`config.mk`:
```
export PLATFORM = sky130hd
export DESIGN_NAME = nowait_sram
export DESIGN_NICKNAME = d
export VERILOG_FILES = /design/src/rtl/nowait_sram_pkg.sv /design/src/rtl/nowait_sram_burst.sv /design/src/rtl/nowait_sram_store.sv /design/src/rtl/nowait_sram_out.sv /design/src/rtl/nowait_sram.sv
export SDC_FILE = /design/constraint.sdc
export NUM_CORES = 2
export LEC_CHECK = 0
export BUFFER_PORTS_ARGS = -buffer_cell sky130_fd_sc_hd__buf_2
export CORE_MARGIN = 1
export CORE_UTILIZATION = 57
export DETAILED_ROUTE_END_ITERATION = 8
export PLACE_DENSITY = 0.76
export REMOVE_ABC_BUFFERS = 1
export SKIP_LAST_GASP = 1
export SYNTH_ARGS = -nofsm -noshare
export SYNTH_HDL_FRONTEND = slang
export SYNTH_SLANG_ARGS = --single-unit
```
`constraint.sdc`:
```
create_clock -name clk -period 2.61 [get_ports clk]
set_clock_uncertainty 0.1 [all_clocks]
set_input_delay 0.1305 -clock clk [delete_from_list [all_inputs] [get_ports clk]]
set_output_delay 0.1305 -clock clk [all_outputs]
set_load 0.02 [all_outputs]
```
`src/rtl/nowait_sram_pkg.sv`:
```
package nowait_sram_pkg;
  typedef enum logic [1:0] {
    OP_IDLE = 2'd0,
    OP_RD   = 2'd1,
    OP_WR   = 2'd2
  } op_e;
endpackage

```
`src/rtl/nowait_sram_burst.sv`:
```
// Command decode and 2-bit burst sequencer; produces the first pipeline stage.
module nowait_sram_burst
  import nowait_sram_pkg::*;
#(
  parameter int ADDR_W = 6,
  parameter int LANES  = 4
) (
  input  logic              clk,
  input  logic              rst,
  input  logic              en,
  input  logic              cs1_n,
  input  logic              cs2,
  input  logic              cs3_n,
  input  logic              adv,
  input  logic              we_n,
  input  logic [LANES-1:0]  bw_n,
  input  logic [ADDR_W-1:0] addr,
  input  logic              burst_ilv,
  input  logic              sleep,
  output op_e               op_q,
  output logic [ADDR_W-1:0] addr_q,
  output logic [LANES-1:0]  be_q
);
  localparam int CNT_W = 2;

  logic [ADDR_W-1:0] base_q;
  logic [CNT_W-1:0]  cnt_q;
  logic              ilv_q;
  op_e               kind_q;

  logic              chip_on;
  logic [CNT_W-1:0]  cnt_nxt;
  logic [CNT_W-1:0]  low_bits;
  op_e               op_d;
  logic [ADDR_W-1:0] addr_d;

  always_comb begin
    chip_on = !cs1_n && cs2 && !cs3_n && !sleep;
    cnt_nxt = cnt_q + 1'b1;
    low_bits = ilv_q ? (base_q[CNT_W-1:0] ^ cnt_nxt)
                     : (base_q[CNT_W-1:0] + cnt_nxt);
    if (!adv) begin
      op_d   = chip_on ? (we_n ? OP_RD : OP_WR) : OP_IDLE;
      addr_d = addr;
    end else begin
      op_d   = sleep ? OP_IDLE : kind_q;
      addr_d = {base_q[ADDR_W-1:CNT_W], low_bits};
    end
  end

  always_ff @(posedge clk) begin
    if (rst) begin
      base_q <= '0;
      cnt_q  <= '0;
      ilv_q  <= 1'b0;
      kind_q <= OP_IDLE;
      op_q   <= OP_IDLE;
      addr_q <= '0;
      be_q   <= '0;
    end else if (en) begin
      if (!adv) begin
        base_q <= addr;
        cnt_q  <= '0;
        ilv_q  <= burst_ilv;
      end else begin
        cnt_q  <= cnt_nxt;
      end
      kind_q <= op_d;
      op_q   <= op_d;
      addr_q <= addr_d;
      be_q   <= ~bw_n;
    end
  end
endmodule

```
`src/rtl/nowait_sram_store.sv`:
```
// Storage array: byte-lane write, registered synchronous read (read-first).
module nowait_sram_store #(
  parameter int ADDR_W = 6,
  parameter int LANES  = 4,
  parameter int LANE_W = 9
) (
  input  logic                    clk,
  input  logic                    en,
  input  logic                    wr,
  input  logic [ADDR_W-1:0]       waddr,
  input  logic [LANES-1:0]        wbe,
  input  logic [LANES*LANE_W-1:0] wdata,
  input  logic [ADDR_W-1:0]       raddr,
  output logic [LANES*LANE_W-1:0] rword
);
  localparam int DEPTH  = 1 << ADDR_W;
  localparam int WORD_W = LANES * LANE_W;

  logic [WORD_W-1:0] mem [DEPTH];

  always_ff @(posedge clk) begin
    if (en) begin
      for (int i = 0; i < LANES; i++) begin
        if (wr && wbe[i]) mem[waddr][i*LANE_W +: LANE_W] <= wdata[i*LANE_W +: LANE_W];
      end
      rword <= mem[raddr];
    end
  end
endmodule

```
`src/rtl/nowait_sram_out.sv`:
```
// Bypass from the in-flight write and the registered data output.
module nowait_sram_out
  import nowait_sram_pkg::*;
#(
  parameter int ADDR_W = 6,
  parameter int LANES  = 4,
  parameter int LANE_W = 9
) (
  input  logic                    clk,
  input  logic                    rst,
  input  logic                    en,
  input  op_e                     op1,
  input  logic [ADDR_W-1:0]       a1,
  input  op_e                     op2,
  input  logic [ADDR_W-1:0]       a2,
  input  logic [LANES-1:0]        be2,
  input  logic [LANES*LANE_W-1:0] wdata,
  input  logic [LANES*LANE_W-1:0] rword,
  input  logic                    oe,
  input  logic                    sleep,
  output logic [LANES*LANE_W-1:0] rdata,
  output logic                    rvalid
);
  localparam int WORD_W = LANES * LANE_W;

  logic              hit_q;
  logic [WORD_W-1:0] fdata_q;
  logic [LANES-1:0]  fbe_q;
  logic [WORD_W-1:0] merged;

  for (genvar i = 0; i < LANES; i++) begin : g_lane
    assign merged[i*LANE_W +: LANE_W] = (hit_q && fbe_q[i]) ? fdata_q[i*LANE_W +: LANE_W]
                                                            : rword[i*LANE_W +: LANE_W];
  end

  always_ff @(posedge clk) begin
    if (rst) begin
      hit_q   <= 1'b0;
      fdata_q <= '0;
      fbe_q   <= '0;
      rdata   <= '0;
      rvalid  <= 1'b0;
    end else if (en) begin
      hit_q   <= (op1 == OP_RD) && (op2 == OP_WR) && (a1 == a2);
      fdata_q <= wdata;
      fbe_q   <= be2;
      rvalid  <= (op2 == OP_RD) && oe && !sleep;
      if (op2 == OP_RD) rdata <= merged;
    end
  end
endmodule

```
`src/rtl/nowait_sram.sv`:
```
module nowait_sram
  import nowait_sram_pkg::*;
#(
  parameter int ADDR_W = 6,
  parameter int LANES  = 4,
  parameter int LANE_W = 9
) (
  input  logic                    clk,
  input  logic                    rst,
  input  logic                    clk_en_n,
  input  logic                    cs1_n,
  input  logic                    cs2,
  input  logic                    cs3_n,
  input  logic                    adv,
  input  logic                    we_n,
  input  logic [LANES-1:0]        bw_n,
  input  logic [ADDR_W-1:0]       addr,
  input  logic                    burst_ilv,
  input  logic                    oe,
  input  logic                    sleep,
  input  logic [LANES*LANE_W-1:0] wdata,
  output logic [LANES*LANE_W-1:0] rdata,
  output logic                    rvalid
);
  localparam int WORD_W = LANES * LANE_W;

  logic              en;
  op_e               op1;
  logic [ADDR_W-1:0] a1;
  logic [LANES-1:0]  be1;
  op_e               op2;
  logic [ADDR_W-1:0] a2;
  logic [LANES-1:0]  be2;
  logic [WORD_W-1:0] rword;

  assign en = !clk_en_n;

  nowait_sram_burst #(.ADDR_W(ADDR_W), .LANES(LANES)) u_burst (
    .clk(clk), .rst(rst), .en(en),
    .cs1_n(cs1_n), .cs2(cs2), .cs3_n(cs3_n),
    .adv(adv), .we_n(we_n), .bw_n(bw_n), .addr(addr),
    .burst_ilv(burst_ilv), .sleep(sleep),
    .op_q(op1), .addr_q(a1), .be_q(be1)
  );

  always_ff @(posedge clk) begin
    if (rst) begin
      op2 <= OP_IDLE;
      a2  <= '0;
      be2 <= '0;
    end else if (en) begin
      op2 <= op1;
      a2  <= a1;
      be2 <= be1;
    end
  end

  nowait_sram_store #(.ADDR_W(ADDR_W), .LANES(LANES), .LANE_W(LANE_W)) u_store (
    .clk(clk), .en(en), .wr(op2 == OP_WR),
    .waddr(a2), .wbe(be2), .wdata(wdata),
    .raddr(a1), .rword(rword)
  );

  nowait_sram_out #(.ADDR_W(ADDR_W), .LANES(LANES), .LANE_W(LANE_W)) u_out (
    .clk(clk), .rst(rst), .en(en),
    .op1(op1), .a1(a1), .op2(op2), .a2(a2), .be2(be2),
    .wdata(wdata), .rword(rword), .oe(oe), .sleep(sleep),
    .rdata(rdata), .rvalid(rvalid)
  );
endmodule

```
==> results.cfg <==
[critical_path]
crit_type = reg2reg
crit_path_cell_trace = buf_12 -> buf_4 -> buf_12 -> buf_4 -> clkbuf_16 -> mux4_2 -> mux4_2 -> o22ai_2 -> a21oi_1
crit_family = multiplexers
crit_arrival_ns = 3.25
worstSetupStartpointType = flip-flop
r2r_setup_slack_ns = -0.15
r2r_start = u_burst.addr_q[0]
reg2regPathDepth = 9
worst-path-buf-inv = 5
worst_path_largest_cell_delay_ns = 0.53
reg2reg_to = u_store.rword[2]
startpoint = u_burst.addr_q[0]
crit_fanout = 8
cp-end-kind = flip-flop
slowest_stage = mux4_2
required_ns = 3.10

[grt]
use_met2_pct = 47.1
use_met3_pct = 7.64
grt_max_degree = 74
grt_first_pass_wirelength_microns = 353000
use_met1_pct = 39.3
grt.busiest_layer = met2
antenna_found_initial = 7
overflow = 0
track_usage_pct = 29.6
grt_pass1_vias = 50000

[status]
violations = design-rule violations, negative setup slack
status = complete, but fails checks

[clock_network]
insertion_delay_ns = 0.87
clkSinkCount = 2451
clockRootBuffer = clkbuf_16
clockBufferDepth = 3
clk_pin_slew_ns = 0.07
cts_buffers = 229
htreeDepth = 4
cts_tree = done

[place]
port_buffers = 93
place.gp.congestion = 0.933
dpl_worst_slack_ns = -0.453
dp_hpwl_microns = 148000

[power_and_ir_drop]
peakVddDrop_v = 0.000628
powerDensity_mw_per_mm2 = 727
power.leakage_nw = 35.8

[routing]
finalWirelength_microns = 252000
vias = 50100
drtAntennaViolNets = 0
routedWlPerCell_microns = 33.1
drt_iter0_markers = 6956
viasPerCell = 6.58
firstDrtPassIters = 9
drc_errors = 44

[synth]
synth_flop_cell = edfxtp_1
yosysWarnings = 0
synth_top_area_share_pct = 74.2
syn_area_sq_mm = 0.0947
synth_seq_area_share_pct = 76.5
yosys-top-cells-area = edfxtp_1 (74%), mux4_2 (15%), dfxtp_1 (2.3%)
yosys.area.top_type = edfxtp_1
syn_inst = 4450
synth-edff-count = 2340
ys_ff_latch = 2451
synth_cell_type_count = 43
syn_area_per_cell_sq_um = 21.3
async_flop_share_pct = 0

[cells_and_area]
syn_to_final_growth_pct = 18.5
multi_input_area_sq_mm = 0.0213
final_cell_mix = edfxtp_1 (2340), mux4_2 (649), buf_4 (468), nor2_1 (371), clkbuf_16 (238)
ff_latch_area_sq_mm = 0.0725
final_nets = 5287
n_fill_cell = 9686
drive_gt1_share_pct = 33.5
final_common_cell = edfxtp_1

[job]
max-cap-violations = 0

[timing]
finalCriticalPeriod_ns = 2.76
finalCritPeriodShare_pct = 106
fmax_ghz = 0.362
worst_pin_slew_ns = 1.28
finalHoldViolations = 0
slew_violations = 0
finalHoldWorstSlack_ns = 0.0515
max-slew-margin-rel_pct = 14.5
rsz0062_at_grt = true
fin_tns_setup_ns = -3.45
setup_ws_ns = -0.150
setup_violations = 42

[worst_hold_path]
hp-class = in2reg
whs_path_depth = 2
whs_endpoint = u_store.mem[49][26]
worstHoldStart = wdata[26]

[die]
die_h_microns = 410
die_w_microns = 410
ios = 94
start_util_pct = 57.4
row_count = 149
die-area_sq_mm = 0.168
core_sq_mm = 0.165
stage by stage:
step	cell area, sq um	cells	total power, mW	utilization [%]
2_1_floorplan	93500	4179	48.5	-
3_3_place_gp	102000	7017	48.5	61.9
3_5_place_dp	102000	7017	48.6	61.9
4_1_cts	112000	7578	81.5	67.7
5_1_grt	112000	7614	83.5	68.1
6_report	112000	7616	81.7	68.1
report_power, final:
group	switching (mW)	internal (mW)	total, mW
Sequential	0.117	43.2	43.3
Clock	14.4	18.8	33.2
Combinational	2.70	2.47	5.17
Total	17.2	64.5	81.7
synthesized netlist by cell type (2+ instances only):
cell	count
inv_1	4
and2_1	2
clkbuf_2	2
mux2i_1	197
xor2_1	2
buf_2	68
a32oi_1	2
nand2b_1	2
nor2_1	371
a211oi_1	18
nor3b_1	8
buf_4	31
nor3_1	3
and3_1	2
clkbuf_1	147
o311ai_1	3
buf_6	7
mux4_2	649
nor2b_1	23
buf_1	16
a21oi_1	58
nand3b_1	3
xnor2_1	7
a22oi_1	18
mux2_2	32
o211ai_1	29
nand3_1	37
nand2_1	190
o22ai_1	11
a311oi_1	36
and3b_1	3
dfxtp_1	111
nand4_1	2
o21ai_0	8
edfxtp_1	2340
routing by layer:
metal | vias to the layer above | wire [microns]
li1 | 19900 | -
met1 | 26200 | 90100
met2 | 3453 | 123000
met3 | 564 | 28300
met4 | 2 | 11100
met5 | - | 13
state kept, by name, indices dropped and copies added (netlist names), 6 cells and up:
name,cells
a2,6
u_burst.addr_q,6
u_store.rword,36
u_out.rdata,36
u_burst.base_q,6
u_store.mem,2304
u_out.fdata_q,36
layout make-up:
type | instances | share of cell area [%]
clock buffer | 283 | 5.40
inverter | 4 | 0.0134
multi-input combinational | 1724 | 19.0
antenna | 2 | 0.00446
sequential | 2451 | 64.6
timing repair buffer | 819 | 7.33
clock inverter | 144 | 1.23
tap | 2189 | 2.44
cell families after synthesis:
logic type | Yosys count | share of synthesized area (%)
flip-flops | 2451 | 76.5
multiplexers | 878 | 17.9
AND/OR/NAND/NOR | 649 | 2.78
buffers and inverters | 275 | 1.36
AO/OA/AOI/OAI | 187 | 1.35
XOR/XNOR | 9 | 0.0832
adder cells (fa/ha/maj) | 1 | 0.0132
worst max-delay path by stage:
stage	to	slack, ns	cells after the start
6_report	u_store.rword[2]	-0.15	9
5_1_grt	u_store.rword[4]	-0.20	9
4_1_cts	u_store.rword[6]	-0.11	9
3_5_place_dp	u_store.rword[5]	-0.45	8
3_3_place_gp	u_store.rword[5]	-0.42	8
2_1_floorplan	u_store.rword[15]	-23.31	4
timing repair:
action,4_1_cts,5_1_grt
hold buffers,92,0
resized for setup,90,73
setup endpoints to repair,54,154
pin swaps,19,15
buffers inserted,30,33
cloned,14,6
endpoints found under the hold margin,1982,0
Power figures use the tool's default switching activity.
